File: src/rtl/nnu_pkg.sv
`timescale 1ns/1ps
package nnu_pkg;
    localparam logic [6:0] NNU_MAJOR_OP = 7'b0101011;

    typedef enum logic [1:0] {
        OP_SAT = 2'd0,
        OP_DOT = 2'd1,
        OP_MAC = 2'd2,
        OP_BAD = 2'd3
    } nnu_op_e;

    typedef enum logic {
        ST_IDLE   = 1'b0,
        ST_RESULT = 1'b1
    } nnu_state_e;

    typedef struct packed {
        nnu_op_e    op;
        logic [6:0] sub;
        logic [4:0] rd;
    } nnu_dec_t;
endpackage

File: src/rtl/nnu_decode.sv
`timescale 1ns/1ps
module nnu_decode
    import nnu_pkg::*;
#(
    parameter int ILEN = 32
) (
    input  logic [ILEN-1:0] instr,
    output nnu_dec_t        dec,
    output logic            illegal
);
    logic [2:0] sel;
    assign sel = instr[14:12];

    always_comb begin
        dec.rd  = instr[11:7];
        dec.sub = instr[31:25];
        dec.op  = OP_BAD;
        illegal = 1'b0;
        if (instr[6:0] != NNU_MAJOR_OP) begin
            illegal = 1'b1;
        end else begin
            unique case (sel)
                3'b000: dec.op = OP_SAT;
                3'b001: begin
                    dec.op  = OP_DOT;
                    illegal = (instr[31:25] != 7'd0);
                end
                3'b010: begin
                    dec.op  = OP_MAC;
                    illegal = (instr[31:25] != 7'd0);
                end
                default: illegal = 1'b1;
            endcase
        end
    end
endmodule

File: src/rtl/nnu_sat.sv
`timescale 1ns/1ps
module nnu_sat #(
    parameter int XLEN = 32
) (
    input  logic [XLEN-1:0] value,
    input  logic [XLEN-1:0] shamt,
    input  logic [6:0]      pos,
    output logic [XLEN-1:0] res,
    output logic            ok
);
    localparam int              SHW     = $clog2(XLEN);
    localparam logic [6:0]      POS_MAX = 7'(XLEN);
    localparam logic [XLEN-1:0] SH_LIM  = XLEN'(XLEN);

    logic signed [XLEN-1:0] shifted;
    logic signed [XLEN:0]   wide, lim, hi, lo;
    logic [6:0]             pos_m1;

    always_comb begin
        ok      = (pos != 7'd0) && (pos <= POS_MAX) && (shamt < SH_LIM);
        shifted = $signed(value) >>> shamt[SHW-1:0];
        wide    = {shifted[XLEN-1], shifted};
        pos_m1  = pos - 7'd1;
        lim     = {{XLEN{1'b0}}, 1'b1} << pos_m1;
        hi      = lim - 1;
        lo      = -lim;
        if (wide > hi)      res = hi[XLEN-1:0];
        else if (wide < lo) res = lo[XLEN-1:0];
        else                res = shifted;
    end


    always_comb begin
        if (ok && pos == POS_MAX) begin
            full_range_pass_chk: assert (res == shifted);
        end
    end
endmodule

File: src/rtl/nnu_dot.sv
`timescale 1ns/1ps
module nnu_dot #(
    parameter int XLEN   = 32,
    parameter int LANE_W = 8
) (
    input  logic [XLEN-1:0] a,
    input  logic [XLEN-1:0] b,
    input  logic [XLEN-1:0] acc,
    output logic [XLEN-1:0] res
);
    localparam int LANES = XLEN / LANE_W;
    localparam int PW    = 2 * LANE_W;
    localparam int SW    = PW + $clog2(LANES) + 1;

    logic signed [PW-1:0] prod [LANES];
    logic signed [SW-1:0] sum;

    for (genvar g = 0; g < LANES; g++) begin : g_lane
        assign prod[g] = $signed(a[g*LANE_W +: LANE_W]) * $signed(b[g*LANE_W +: LANE_W]);
    end

    always_comb begin
        sum = '0;
        for (int i = 0; i < LANES; i++) begin
            sum = sum + SW'(prod[i]);
        end
        res = acc + XLEN'(sum);
    end
endmodule

File: src/rtl/nnu_mac.sv
`timescale 1ns/1ps
module nnu_mac #(
    parameter int XLEN = 32
) (
    input  logic [XLEN-1:0] a,
    input  logic [XLEN-1:0] b,
    input  logic [XLEN-1:0] acc,
    output logic [XLEN-1:0] res
);
    logic signed [2*XLEN-1:0] prod;

    always_comb begin
        prod = $signed(a) * $signed(b);
        res  = prod[XLEN-1:0] + acc;
    end
endmodule

File: src/rtl/nn_helper_unit.sv
`timescale 1ns/1ps
module nn_helper_unit
    import nnu_pkg::*;
#(
    parameter int XLEN   = 32,
    parameter int LANE_W = 8
) (
    input  logic            clk,
    input  logic            rst_n,
    input  logic            in_valid,
    input  logic [31:0]     instr,
    input  logic [XLEN-1:0] src_a,
    input  logic [XLEN-1:0] src_b,
    input  logic [XLEN-1:0] acc_in,
    output logic            out_valid,
    output logic            out_we,
    output logic [4:0]      out_rd,
    output logic [XLEN-1:0] out_data,
    output logic            out_illegal
);
    nnu_dec_t        dec;
    logic            dec_illegal;
    logic [XLEN-1:0] sat_res, dot_res, mac_res;
    logic            sat_ok;
    logic            nxt_we;
    logic [XLEN-1:0] nxt_data;
    nnu_state_e      state;

    nnu_decode #(.ILEN(32)) u_decode (
        .instr   (instr),
        .dec     (dec),
        .illegal (dec_illegal)
    );

    nnu_sat #(.XLEN(XLEN)) u_sat (
        .value (src_a),
        .shamt (src_b),
        .pos   (dec.sub),
        .res   (sat_res),
        .ok    (sat_ok)
    );

    nnu_dot #(.XLEN(XLEN), .LANE_W(LANE_W)) u_dot (
        .a   (src_a),
        .b   (src_b),
        .acc (acc_in),
        .res (dot_res)
    );

    nnu_mac #(.XLEN(XLEN)) u_mac (
        .a   (src_a),
        .b   (src_b),
        .acc (acc_in),
        .res (mac_res)
    );

    always_comb begin
        nxt_we   = 1'b0;
        nxt_data = '0;
        if (!dec_illegal && dec.rd != 5'd0) begin
            unique case (dec.op)
                OP_SAT: begin
                    nxt_we   = sat_ok;
                    nxt_data = sat_ok ? sat_res : '0;
                end
                OP_DOT: begin
                    nxt_we   = 1'b1;
                    nxt_data = dot_res;
                end
                OP_MAC: begin
                    nxt_we   = 1'b1;
                    nxt_data = mac_res;
                end
                default: begin
                    nxt_we   = 1'b0;
                    nxt_data = '0;
                end
            endcase
        end
    end

    always_ff @(posedge clk) begin
        if (!rst_n) state <= ST_IDLE;
        else        state <= in_valid ? ST_RESULT : ST_IDLE;
    end

    always_ff @(posedge clk) begin
        if (!rst_n) begin
            out_we      <= 1'b0;
            out_rd      <= 5'd0;
            out_data    <= '0;
            out_illegal <= 1'b0;
        end else if (in_valid) begin
            out_we      <= nxt_we;
            out_rd      <= dec.rd;
            out_data    <= nxt_data;
            out_illegal <= dec_illegal;
        end else begin
            out_we      <= 1'b0;
            out_illegal <= 1'b0;
            out_data    <= '0;
        end
    end

    assign out_valid = (state == ST_RESULT);


    issue_gives_result_chk: assert property (@(posedge clk) disable iff (!rst_n)
        in_valid |=> (out_valid && out_rd == $past(instr[11:7])));


    drain_clears_chk: assert property (@(posedge clk) disable iff (!rst_n)
        !in_valid |=> (!out_valid && !out_we));


    no_write_to_zero_chk: assert property (@(posedge clk) disable iff (!rst_n)
        out_we |-> (out_rd != 5'd0));


    illegal_blocks_write_chk: assert property (@(posedge clk) disable iff (!rst_n)
        out_illegal |-> !out_we);


    quiet_data_chk: assert property (@(posedge clk) disable iff (!rst_n)
        (out_valid && !out_we) |-> (out_data == '0));
endmodule

File: config.mk
export PLATFORM = sky130hd
export DESIGN_NAME = nn_helper_unit
export DESIGN_NICKNAME = d
export VERILOG_FILES = /design/src/rtl/nnu_pkg.sv /design/src/rtl/nnu_decode.sv /design/src/rtl/nnu_sat.sv /design/src/rtl/nnu_dot.sv /design/src/rtl/nnu_mac.sv /design/src/rtl/nn_helper_unit.sv
export SDC_FILE = /design/constraint.sdc
export NUM_CORES = 2
export LEC_CHECK = 0
export BUFFER_PORTS_ARGS = -buffer_cell sky130_fd_sc_hd__buf_2
export CORE_ASPECT_RATIO = 1.4
export CORE_MARGIN = 1
export CORE_UTILIZATION = 63
export CTS_BUF_LIST = sky130_fd_sc_hd__clkbuf_8
export CTS_CLUSTER_DIAMETER = 30
export CTS_CLUSTER_SIZE = 20
export DETAILED_ROUTE_END_ITERATION = 12
export PLACE_DENSITY = 0.81
export SLEW_MARGIN = 30
export SYNTH_ARGS = -nofsm -noshare
export SYNTH_HDL_FRONTEND = slang
export SYNTH_SLANG_ARGS = --single-unit
File: constraint.sdc
create_clock -name clk -period 19.7 [get_ports clk]
set_input_delay 3.94 -clock clk [delete_from_list [all_inputs] [get_ports clk]]
set_output_delay 3.94 -clock clk [all_outputs]
set_load 0.02 [all_outputs]
## After elaboration in Yosys (flattened, before gate mapping)

Cells that the tools add are included.

- Bits of input ports: 131
- Output and inout bits: 40
- Register bits after elaboration: 40

- Shifts and indexed selects: 2
- Equality and inequality tests: 5
- Multipliers: 5
- Muxes and demuxes: 10
- Add/subtract/negate cells: 8
- $lt $le $gt $ge: 4
- Reduce and logical (&&, ||, !) cells: 12

Operator list:

| operator | count |
|---|---|
| 32-bit two-way mux | 3 |
| 32-bit case mux with 3 select lines | 1 |
| 32-bit adder | 2 |
| 8-bit by 8-bit multiplier with 16-bit output | 4 |
| 32-bit by 33-bit > comparator with 1-bit output | 1 |
| 32-bit by 33-bit < comparator with 1-bit output | 1 |
| 33-bit negation | 1 |
| 1-bit by 7-bit << shifter with 33-bit output, first input constant | 1 |
| 33-bit by 2-bit subtractor with 33-bit output, second input constant | 1 |
| 32-bit by 6-bit < comparator with 1-bit output, second input constant | 1 |
| 32-bit by 32-bit multiplier with 32-bit output | 1 |
| 32-bit by 5-bit >>> shifter with 32-bit output | 1 |
| 19-bit by 16-bit adder with 19-bit output | 1 |
| 17-bit by 16-bit adder with 18-bit output | 1 |
| 16-bit by 16-bit adder with 17-bit output | 1 |
| 7-bit by 6-bit less-or-equal comparator with 1-bit output, second input constant | 1 |
| 7-bit by 6-bit != test with 1-bit output, second input constant | 1 |
| 7-bit nonzero test | 1 |
| 7-bit by 1-bit subtractor with 7-bit output, second input constant | 1 |
| 2-bit case mux with 3 select lines | 1 |
| 5-bit nonzero test | 1 |
| 1-bit case mux with 2 select lines | 2 |
| 2-bit OR reduction | 2 |
| 3-bit by 1-bit == test with 1-bit output, second input constant | 1 |
| 11 further kinds | 14 |

## Depth between registers and ports, before layout

- Depth in word-level cells: 8
- Mapped depth: 51

## Hierarchy

From an unflattened synthesis, not the netlist that was laid out.

- Cells, all modules: 4324
- Area total of the unflattened synthesis: 37811.3 sq um

By module, submodules not included:

| module | area an instance (sq um) | times used | cells each |
|---|---|---|---|
| nnu_mac | 17274.1 | 1 | 1962 |
| nnu_dot | 12864.8 | 1 | 1375 |
| nnu_sat | 5467.7 | 1 | 781 |
| nn_helper_unit | 2035.7 | 1 | 184 |
| nnu_decode | 168.9 | 1 | 22 |

## Least setup slack after synthesis

Ideal clock, no wire load.

- Kind: input -> register
- Start: input src_b[3]
- End: register out_data[31]
- Arrival time: 16.698 ns
- Cell stages on the path: 49
- Path slack: 2.880 ns
- Path buffers: 5
- Required time: 19.578 ns
- Cells stage by stage: clkbuf_1 > clkbuf_1 > clkbuf_1 > clkbuf_1 > clkbuf_1 > nand2_1 > fa_1 > fa_1 > fa_1 > inv_1 > fa_1 > fa_1 > fa_1 > inv_1 > fa_1 > inv_1 > ha_1 > nor2b_1 > [13 not listed] > ha_1 > ha_1 > nand3_1 > o2111ai_1 > a31o_2 > a21oi_1 > xnor2_1 > ha_1 > a21o_1 > a21oi_1 > and2b_2 > o31ai_1 > o2111ai_1 > a31o_1 > a21oi_2 > xor2_1 > xnor2_1 > a221o_1

- Cells in the longest elaborated chain, start to end: 6

RTL lines:

| element | RTL line | text |
|---|---|---|
| start, declared | nn_helper_unit.sv:13 | `input logic [XLEN-1:0] src_b,` |
| 8-bit by 8-bit multiplier with 16-bit output / 32-bit by 5-bit >>> shifter with 32-bit output (equally long branches) | nnu_dot.sv:19, nnu_sat.sv:21 |  |
| 16-bit by 16-bit adder with 17-bit output / 32-bit by 33-bit < comparator with 1-bit output (equally long branches) | nnu_dot.sv:25, nnu_sat.sv:28 |  |
| 17-bit by 16-bit adder with 18-bit output / 32-bit two-way mux (equally long branches) | nnu_dot.sv:25, nnu_sat.sv:28 |  |
| 19-bit by 16-bit adder with 19-bit output / 32-bit two-way mux (equally long branches) | nnu_dot.sv:25, nnu_sat.sv:27 |  |
| 32-bit adder / 32-bit two-way mux (equally long branches) | nnu_dot.sv:27, nn_helper_unit.sv:64 |  |
| 32-bit case mux with 3 select lines (*) | nn_helper_unit.sv:61 | `unique case (dec.op)` |
| end signal, assigned | nn_helper_unit.sv:96 | `out_data <= nxt_data;` |
| end, declared | nn_helper_unit.sv:18 | `output logic [XLEN-1:0] out_data,` |

Mark *: on every way between the ends. The rest lies on a longest branch, timed or not.
A chain may end at the register's enable or synchronous reset.

## Final worst setup path

- Start: input src_a[2]
- End: register out_data[30]

- Cells in the longest elaborated chain, start to end: 6

RTL lines:

| element | RTL line | text |
|---|---|---|
| start, declared | nn_helper_unit.sv:12 | `input logic [XLEN-1:0] src_a,` |
| 8-bit by 8-bit multiplier with 16-bit output / 32-bit by 5-bit >>> shifter with 32-bit output (equally long branches) | nnu_dot.sv:19, nnu_sat.sv:21 |  |
| 16-bit by 16-bit adder with 17-bit output / 32-bit by 33-bit < comparator with 1-bit output (equally long branches) | nnu_dot.sv:25, nnu_sat.sv:28 |  |
| 17-bit by 16-bit adder with 18-bit output / 32-bit two-way mux (equally long branches) | nnu_dot.sv:25, nnu_sat.sv:28 |  |
| 19-bit by 16-bit adder with 19-bit output / 32-bit two-way mux (equally long branches) | nnu_dot.sv:25, nnu_sat.sv:27 |  |
| 32-bit adder / 32-bit two-way mux (equally long branches) | nnu_dot.sv:27, nn_helper_unit.sv:64 |  |
| 32-bit case mux with 3 select lines (*) | nn_helper_unit.sv:61 |  |

Marked as above.

==> results.cfg <==
[status]
status = finished clean

[timing]
period_share_pct = 87.72
max_freq_ghz = 0.05787
max_slew.worst_pin.slew_ps = 1118
finalClockSkew_ps = 0
hold_viol_final = 0
drv_slew = 0
period_minus_slack_ps = 17280
finalSetupViolCount = 0
slew_headroom_pct = 24.43
tns_ps = 0
rsz0062_at_grt = no

[clocking]
cts_resized = 0
cts_tree = built
clk_path_buf_depth = 2
cts_buffers = 5
hold_buffers = 0
htree_levels = 2
cts_setup_buffers = 0
cts_root_buf = clkbuf_8
path_clk_slew_ps = 90
clkLatencyLatePin_ps = 340
clock_sinks = 40

[synth]
synth-xor-area-share_pct = 3.931
synth-compound-area-share_pct = 8.368
yosysUniqueCellTypes = 77
synth_mux_area_share_pct = 3.166
synth_seq_cells = 40
synth_cells = 4130
synth-edff-count = 0
yosysTopAreaCell = fa_1
synth_area_leaders = fa_1 (43%), ha_1 (13%), inv_1 (9.9%)
synth_common_cells = inv_1 (937), fa_1 (757), nand2_1 (567), ha_1 (374), and2_1 (221)
synth_top_cell_area_share_pct = 42.52
ys_seq_area_share_pct = 2.247
syn_area_per_cell_sq_um = 8.631
synthSimpleGateAreaFrac_pct = 14.51
synth-adder-area-share_pct = 55.67
synth_area_sq_mm = 0.03564
synth.most_common_cell = inv_1
ys_warn_count = 0
synth_top_family_by_area = adder cells
synth_flop_cell = dfxtp_1
async_flop_share_pct = 0
syn-num-nets = 5392

[floorplan]
dieArea_sq_mm = 0.05755
core_sq_mm = 0.05564
rows = 102
die_x_um = 203.0
start_util_pct = 64.06
ios = 171
die_h_um = 283.4

[grt]
antenna_found_initial = 5
grt.total_usage_pct = 40.24
grt_pass1_wl_um = 173600
grt_max_degree = 56
globalRouteOverflowTotal = 0
grt_pass1_vias = 31540

[detailed_routing]
avgViaCountPerCell = 6.016
wl_um = 110700
drcViolationCount = 0
ant_nets = 0
dr.pass1.iters = 7
wl_per_cell_um = 22.75
drt-initial-drc-count = 2593
vias = 29280

[critical_path]
crit_path_frequent_cell = fa_1
crit_slowest_cell = xnor2_1
start_kind = input port
critPathArrivalTime_ps = 17550
r2r_cells = 2
max_stage_delay_ps = 800
worstPathMaxFanout = 33
cp-end-kind = register
crit_required_ps = 19960
crit_type = input port to register

[cells_and_area]
drive_above_1_share_pct = 6.352
fin_nets = 5386
syn2layout_area_growth_pct = 3.700
fillers = 4676

[placed_design]
dp.final_hpwl_um = 88940
io_buffers = 160
gp_congestion = 1.043

[job]
max_cap_viol_count = 0

[worst_hold_path]
hold_path_class = register to register
worst_hold_path.num_cells = 2
-- cells in the final DEF, fill, tap and decap left out, types with 6 or more instances in the layout --
cell      count
buf_2       160
nor2b_1      27
nand2_1     567
diode_2      14
fa_1        757
nor2_1      126
ha_1        374
nand2b_1     32
or3_1         6
o21a_1       23
clkbuf_8      6
a21oi_1     123
a31oi_1      12
xnor2_1     124
nor3_1       39
and2_1      221
o31ai_1       9
a22oi_1      22
mux4_2       24
o21ai_0     124
dfxtp_1      40
o21bai_1      9
mux2i_1      43
nor3b_1       9
buf_4        28
nand3_1      33
a211oi_1      8
a21o_1       39
xor2_1       34
inv_1       938
mux2_2       14
nor4_1        8
nand4_1      11
o211ai_1     17
-- metal layers --
| layer | GRT usage (%) | vias up | share of wire [%] |
|---|---|---|---|
| met5 | 0 | - | 0 |
| li1 | - | 12620 | - |
| met3 | 8.509 | 562 | 9.9 |
| met2 | 65.88 | 1658 | 47 |
| met4 | 34.53 | 0 | 11 |
| met1 | 44.46 | 14440 | 32 |
-- worst paths after layout --
path | start | to | slack (ps)
setup / recovery | src_a[2] | out_data[30] | 2420
hold / removal | out_rd[4] | out_rd[4] | 520
setup reg to reg | out_rd[0] | out_rd[0] | 19090
hold reg to reg | out_rd[4] | out_rd[4] | 520
-- cells by family (layout without fill, tap and decap cells) --
group,count (synthesis),count (layout)
other,0,14
xor gates and xnor gates,160,160
adders and majority gates,1132,1132
buffers and inverters,1143,1138
and+or+nand+nor,1110,1110
muxes,81,81
AOI/OAI and AO/OA,464,464
DFF,40,40
-- stage by stage --
step / instances / cell area [sq um] / hold slack, ps / setup slack (ps) / util [%]
after CTS: 4853 / 36920 / 524.6 / 2696 / 66.34
final: 4867 / 36960 / 520.7 / 2419 / 66.43
after global routing: 4854 / 36930 / 552.1 / 1897 / 66.37
after floorplan: 4130 / 35640 / 589.5 / 2880 / -
after global placement: 4845 / 36820 / 492.6 / 2495 / 66.17
after detailed placement: 4845 / 36820 / 503.0 / 2386 / 66.17
-- final cells by class --
| type | count | area, sq um | share of cell area, % |
|---|---|---|---|
| Clock buffer | 6 | 82.58 | 0.2234 |
| Antenna cell | 14 | 35.03 | 0.09478 |
| Timing Repair Buffer | 188 | 1011 | 2.735 |
| Inverter | 942 | 3536 | 9.566 |
| Clock inverter | 2 | 11.26 | 0.03047 |
| Multi-Input combinational cell | 2947 | 30580 | 82.72 |
| Tap cell | 728 | 910.9 | 2.464 |
| Sequential cell | 40 | 800.8 | 2.166 |
-- registers in the layout, summed over array words and instances, names as in the netlist --
name / cells
out_data: 32
out_illegal: 1
out_rd: 5
out_valid: 1
out_we: 1
-- worst max-delay path, delay by kind of cell --
kind / cells / cell delay (ps)
buffers and inverters: 5 / 900
AO/OA/AOI/OAI: 11 / 3060
XOR/XNOR: 2 / 950
AND/OR/NAND/NOR: 10 / 1790
adder cells (fa/ha/maj): 15 / 6920
Power is not shown: default switching activity piles up to over one toggle a cycle in this logic, so the estimate is an artifact.
